`config.mk`:
```
export PLATFORM = sky130hd
export DESIGN_NAME = tick_timer_bank
export DESIGN_NICKNAME = d
export VERILOG_FILES = /design/src/rtl/tmr_pkg.sv /design/src/rtl/tmr_divider.sv /design/src/rtl/tmr_ctrl.sv /design/src/rtl/tick_timer_bank.sv
export SDC_FILE = /design/constraint.sdc
export NUM_CORES = 1
export LEC_CHECK = 0
export BUFFER_PORTS_ARGS = -buffer_cell sky130_fd_sc_hd__buf_2
export CAP_MARGIN = 40
export CORE_MARGIN = 3
export CORE_UTILIZATION = 65
export DETAILED_ROUTE_END_ITERATION = 10
export GPL_TIMING_DRIVEN = 0
export HOLD_SLACK_MARGIN = 0.02
export MAX_ROUTING_LAYER = met4
export PLACE_DENSITY = 0.8
export SLEW_MARGIN = 20
export SYNTH_ARGS = -nofsm -noshare
export SYNTH_HDL_FRONTEND = slang
export SYNTH_SLANG_ARGS = --single-unit
```
`constraint.sdc`:
```
create_clock -name clk -period 7.6 [get_ports clk]
set_input_delay 0.38 -clock clk [delete_from_list [all_inputs] [get_ports clk]]
set_output_delay 0.38 -clock clk [all_outputs]
set_load 0.01 [all_outputs]
```
`src/rtl/tmr_pkg.sv`:
```
`timescale 1ns/1ps
package tmr_pkg;
    localparam int TMR_ADDR_W   = 5;
    localparam int TMR_DATA_W   = 16;
    localparam int TMR_NUM_CNT  = 4;           // prescaler plus three interrupting counters
    localparam int TMR_CTRL_OFS = 'h0E;        // shared enable/flag word
    localparam int TMR_DIV_OFS  = 'h10;        // divisor of counter 0, others follow by 2
    localparam int TMR_EN_LSB   = 0;           // enables of t1..t3
    localparam int TMR_FLAG_LSB = 8;           // flags of t1..t3
endpackage

```
`src/rtl/tmr_divider.sv`:
```
`timescale 1ns/1ps
module tmr_divider #(
    parameter int CNT_W = 16
) (
    input  logic             clk,
    input  logic             rst_n,
    input  logic             load_i,
    input  logic [CNT_W-1:0] load_val_i,
    input  logic             step_i,
    output logic [CNT_W-1:0] div_o,
    output logic             expire_o
);
    typedef struct packed {
        logic [CNT_W-1:0] div;
        logic [CNT_W-1:0] cnt;
    } div_state_t;

    div_state_t st_d, st_q;
    logic       at_end;

    assign at_end   = (st_q.div != '0) && (st_q.cnt == st_q.div - 1'b1);
    assign expire_o = step_i && at_end && !load_i;
    assign div_o    = st_q.div;

    always_comb begin
        st_d = st_q;
        if (load_i) begin
            st_d.div = load_val_i;
            st_d.cnt = '0;
        end else if (step_i && st_q.div != '0) begin
            st_d.cnt = at_end ? '0 : st_q.cnt + 1'b1;
        end
    end

    always_ff @(posedge clk) begin
        if (!rst_n) st_q <= '0;
        else        st_q <= st_d;
    end
endmodule

```
`src/rtl/tmr_ctrl.sv`:
```
`timescale 1ns/1ps
module tmr_ctrl
    import tmr_pkg::*;
#(
    parameter int NUM_IRQ = 3,
    parameter int DATA_W  = 16
) (
    input  logic               clk,
    input  logic               rst_n,
    input  logic               wr_i,
    input  logic [DATA_W-1:0]  wdata_i,
    input  logic [NUM_IRQ-1:0] expire_i,
    output logic [NUM_IRQ-1:0] flags_o,
    output logic [DATA_W-1:0]  word_o,
    output logic               irq_o
);
    typedef struct packed {
        logic [NUM_IRQ-1:0] en;
        logic [NUM_IRQ-1:0] flag;
    } ctrl_state_t;

    ctrl_state_t        st_d, st_q;
    logic [NUM_IRQ-1:0] clr_mask;

    always_comb begin
        st_d     = st_q;
        clr_mask = '0;
        if (wr_i) begin
            st_d.en  = wdata_i[TMR_EN_LSB +: NUM_IRQ];
            clr_mask = wdata_i[TMR_FLAG_LSB +: NUM_IRQ];
        end
        // set beats clear when both land on one edge
        st_d.flag = (st_q.flag & ~clr_mask) | expire_i;
    end

    always_ff @(posedge clk) begin
        if (!rst_n) st_q <= '0;
        else        st_q <= st_d;
    end

    always_comb begin
        word_o = '0;
        word_o[TMR_EN_LSB   +: NUM_IRQ] = st_q.en;
        word_o[TMR_FLAG_LSB +: NUM_IRQ] = st_q.flag;
    end

    assign flags_o = st_q.flag;
    assign irq_o   = |(st_q.en & st_q.flag);
endmodule

```
`src/rtl/tick_timer_bank.sv`:
```
`timescale 1ns/1ps
module tick_timer_bank
    import tmr_pkg::*;
#(
    parameter int ADDR_W = TMR_ADDR_W,
    parameter int DATA_W = TMR_DATA_W
) (
    input  logic              clk,
    input  logic              rst_n,
    input  logic [ADDR_W-1:0] bus_addr,
    input  logic [DATA_W-1:0] bus_wdata,
    input  logic              bus_wr,
    input  logic              bus_rd,
    output logic [DATA_W-1:0] bus_rdata,
    output logic              irq_o
);
    localparam int NUM_CNT = TMR_NUM_CNT;
    localparam int NUM_IRQ = NUM_CNT - 1;

    typedef struct packed {
        logic [DATA_W-1:0] rdata;
    } rd_state_t;

    logic [NUM_CNT-1:0] div_hit;
    logic [NUM_CNT-1:0] expire_w;
    logic [NUM_CNT-1:0] step_w;
    logic [DATA_W-1:0]  div_w [NUM_CNT];
    logic [DATA_W-1:0]  ctrl_word;
    logic [NUM_IRQ-1:0] flag_w;
    logic               ctrl_hit;
    logic [DATA_W-1:0]  rd_mux;
    rd_state_t          rd_d, rd_q;

    assign ctrl_hit = (bus_addr == ADDR_W'(TMR_CTRL_OFS));
    assign step_w[0] = 1'b1;                 // prescaler runs on every clock

    for (genvar g = 0; g < NUM_CNT; g++) begin : g_cnt
        assign div_hit[g] = (bus_addr == ADDR_W'(TMR_DIV_OFS + 2 * g));
        if (g > 0) begin : g_tick
            assign step_w[g] = expire_w[0];
        end
        tmr_divider #(.CNT_W(DATA_W)) u_div (
            .clk        (clk),
            .rst_n      (rst_n),
            .load_i     (bus_wr && div_hit[g]),
            .load_val_i (bus_wdata),
            .step_i     (step_w[g]),
            .div_o      (div_w[g]),
            .expire_o   (expire_w[g])
        );
    end

    tmr_ctrl #(.NUM_IRQ(NUM_IRQ), .DATA_W(DATA_W)) u_ctrl (
        .clk      (clk),
        .rst_n    (rst_n),
        .wr_i     (bus_wr && ctrl_hit),
        .wdata_i  (bus_wdata),
        .expire_i (expire_w[NUM_CNT-1:1]),
        .flags_o  (flag_w),
        .word_o   (ctrl_word),
        .irq_o    (irq_o)
    );

    always_comb begin
        rd_mux = '0;
        if (ctrl_hit) rd_mux = ctrl_word;
        for (int i = 0; i < NUM_CNT; i++) begin
            if (div_hit[i]) rd_mux = div_w[i];
        end
        rd_d = rd_q;
        if (bus_rd) rd_d.rdata = rd_mux;
    end

    always_ff @(posedge clk) begin
        if (!rst_n) rd_q <= '0;
        else        rd_q <= rd_d;
    end

    assign bus_rdata = rd_q.rdata;
endmodule

```
==> run metrics <==
outcome completed; Layout Skew 0.00806 ns; CTS buffer count 17; worst-path cell chain inv_1 -> ha_1 -> nor3b_1 -> a31oi_1 -> a211o_1 -> a31o_2 -> nand3_1 -> clkbuf_1 -> clkbuf_1 -> clkbuf_1 -> o21ai_0 -> a211oi_1; fin nets 1314; Clock Power Share 0.466; via count 10.0k; setup TNS 0 ns; Seq pwr share 0.460; Crit path depth 12; delay-heaviest family, CP buffers and inverters; cells after synthesis 1217; worst-skew pair later-pin latency 0.43 ns; async set or reset register ratio after synthesis 0; H-Tree Depth 4; Slew Viols, Final 0; top cell type's share of synthesized area 0.312; Tot Pwr 1740 uW; first-pass GRT wire length 49000 um; CTS root buffer clkbuf_16; cell internal pwr 1290 uW; die area 16300 um^2; PortBufs 40; Clock Path Buffers 2; sequential fraction of the synthesis area 0.312; most frequent cell after synthesis nand2_1; worst reg2reg path depth 12; core footprint 14100 um^2; hpwl dp 23000 um; ys flop type dfxtp_1; PostCTS Resize Cnt 0; Setup crit start kind flip-flop; grt ovf 0; Routed Antenna Nets 0; data required time of the critical path 7.94 ns; Setup crit end kind flip-flop; CP dominant cell by count clkbuf_1; pin count of the biggest net entering global routing 17; initial antenna violation count 0; Global Route Usage Sum 0.389; CP max FO 10; Worst-Margin Slew 0.826 ns; clk sinks 150; hold buffers post-CTS 0; Final Cell Area 10600 um^2; P&R area growth vs syn 10.3%; Psw 449 uW; Ports 42; TritonCTS clock tree done; Max-slew headroom 0.449; dominant cell type by area after synthesis dfxtp_1; worst hold path type input port to flip-flop; layout cells sized above 1 0.0767; Final Hold Viols 0; crit path DAT 4.68 ns; Cell Pwr Density 164 nW/um^2; setup violators final 0; RSZ-0062 raised after global routing no; Rows 43; max_cap viols 0; Clk pin slew, worst setup/hold paths 0.06 ns; Post-DP Area 10100 um^2; final hold slack 0.252 ns; yosys warns 0; Final Cycle Share 0.572; Yosys cell types 73; CP bufs+invs 4; Syn Area/Cell 7.90 um^2; top cells by count, synth 191 x nand2_1, 150 x dfxtp_1, 89 x clkbuf_1; drt wl/cell 21.1 um; Worst path max stage delay 0.65 ns; Crit Path Class flip-flop to flip-flop; Peak VDD IR 180 uV; Period minus WS final 4.34 ns; n_diodes 0; number of synthesized flops with an enable pin 0; Die Y 128 um; GPL Wtd Cong 1.05; Post-Syn Area 9620 um^2; Synth area leaders dfxtp_1 31%, nand2_1 7.5%, a21boi_0 5.5%; slowest cell on the critical path clkbuf_1; Fill cells 1121; Fmax 230 MHz; post-DR vias/cell 6.83; Detailed Routing Iterations Pass 1 6; register bit count reported by yosys 150; Post-Syn Nets 1253; combinational power share 0.074; number of global-route vias before repair 9190; hold depth 2; effective utilization at floorplan 0.680; Lkg Pwr 0.00382 uW; switching portion of total power 0.258; drt drc 0; DIE WIDTH 128 um; # Post-CTS Setup Buffers 0; First DRT Iteration DRCs 1503; final WL 31000 um
-- area by class of cell --
| type | instances | area, um^2 | area share |
|---|---|---|---|
| clock buffers | 19 | 433 | 0.0408 |
| multi-input cells | 940 | 6120 | 0.577 |
| clock inverters | 12 | 120 | 0.0113 |
| well taps | 180 | 225 | 0.0212 |
| plain buffers | 99 | 397 | 0.0374 |
| inverters | 28 | 105 | 0.00990 |
| flip-flops and latches | 150 | 3000 | 0.283 |
| repair buffers | 42 | 210 | 0.0198 |
-- state kept, by name (all words and copies together) (netlist names) --
| name | cells |
|---|---|
| u_ctrl.word_o | 3 |
| u_ctrl.flags_o | 3 |
| g_cnt.u_div.st_q | 64 |
| g_cnt.u_div.div_o | 64 |
| bus_rdata | 16 |
-- placed cells by master (no fill, tap or decap), types with 28 or more instances in the layout --
cell type / n
nand2_1: 191
dfxtp_1: 150
clkbuf_1: 91
a21boi_0: 70
nand3_1: 55
nor2_1: 54
a211oi_1: 52
or4_1: 46
buf_2: 44
xor2_1: 44
o31ai_1: 39
xnor2_1: 37
o21ai_0: 33
inv_1: 28
-- power groups by stage --
stage          clock network [uW]  logic, uW  registers [uW]
5_1_grt                       846        138             801
3_3_place_gp                    0        122             818
2_1_floorplan                   0       76.9             818
4_1_cts                       811        125             800
3_5_place_dp                    0        124             818
6_report                      811        129             801
-- logic make-up (layout without fill, tap and decap cells) --
logic type / Yosys count / in the layout / share of synthesized area
xor gates and xnor gates: 82 / 82 / 0.0761
adders and majority gates: 11 / 11 / 0.0143
and+or+nand+nor: 518 / 518 / 0.283
AOI/OAI and AO/OA: 310 / 310 / 0.242
DFF: 150 / 150 / 0.312
muxes: 19 / 19 / 0.0200
buffers and inverters: 127 / 200 / 0.0522
-- through the flow --
stage / utilization / std cells / worst slack [ns]
after floorplan: - / 1217 / 4.48
after global placement: 0.710 / 1437 / 3.46
after detailed placement: 0.711 / 1439 / 3.42
after CTS: 0.750 / 1470 / 3.40
after global routing: 0.750 / 1470 / 2.89
final: 0.750 / 1470 / 3.26
-- final timing paths --
kind                                         startpoint                     end  slack (ns)
worst min-delay path                             bus_rd            bus_rdata[0]        0.25
worst min register to register             bus_rdata[0]            bus_rdata[0]        0.48
worst max register to register  g_cnt[0].u_div.div_o[1]  g_cnt[1].u_div.st_q[0]        3.26
worst max-delay path            g_cnt[0].u_div.div_o[1]  g_cnt[1].u_div.st_q[0]        3.26
-- metal layers --
| metal | global-route usage | part of all wire |
|---|---|---|
| met1 | 0.533 | 0.42 |
| met3 | 0.0879 | 0.12 |
| met5 | - | 0 |
| met2 | 0.559 | 0.43 |
| met4 | 0.155 | 0.036 |
Power figures use the tool's default switching activity.
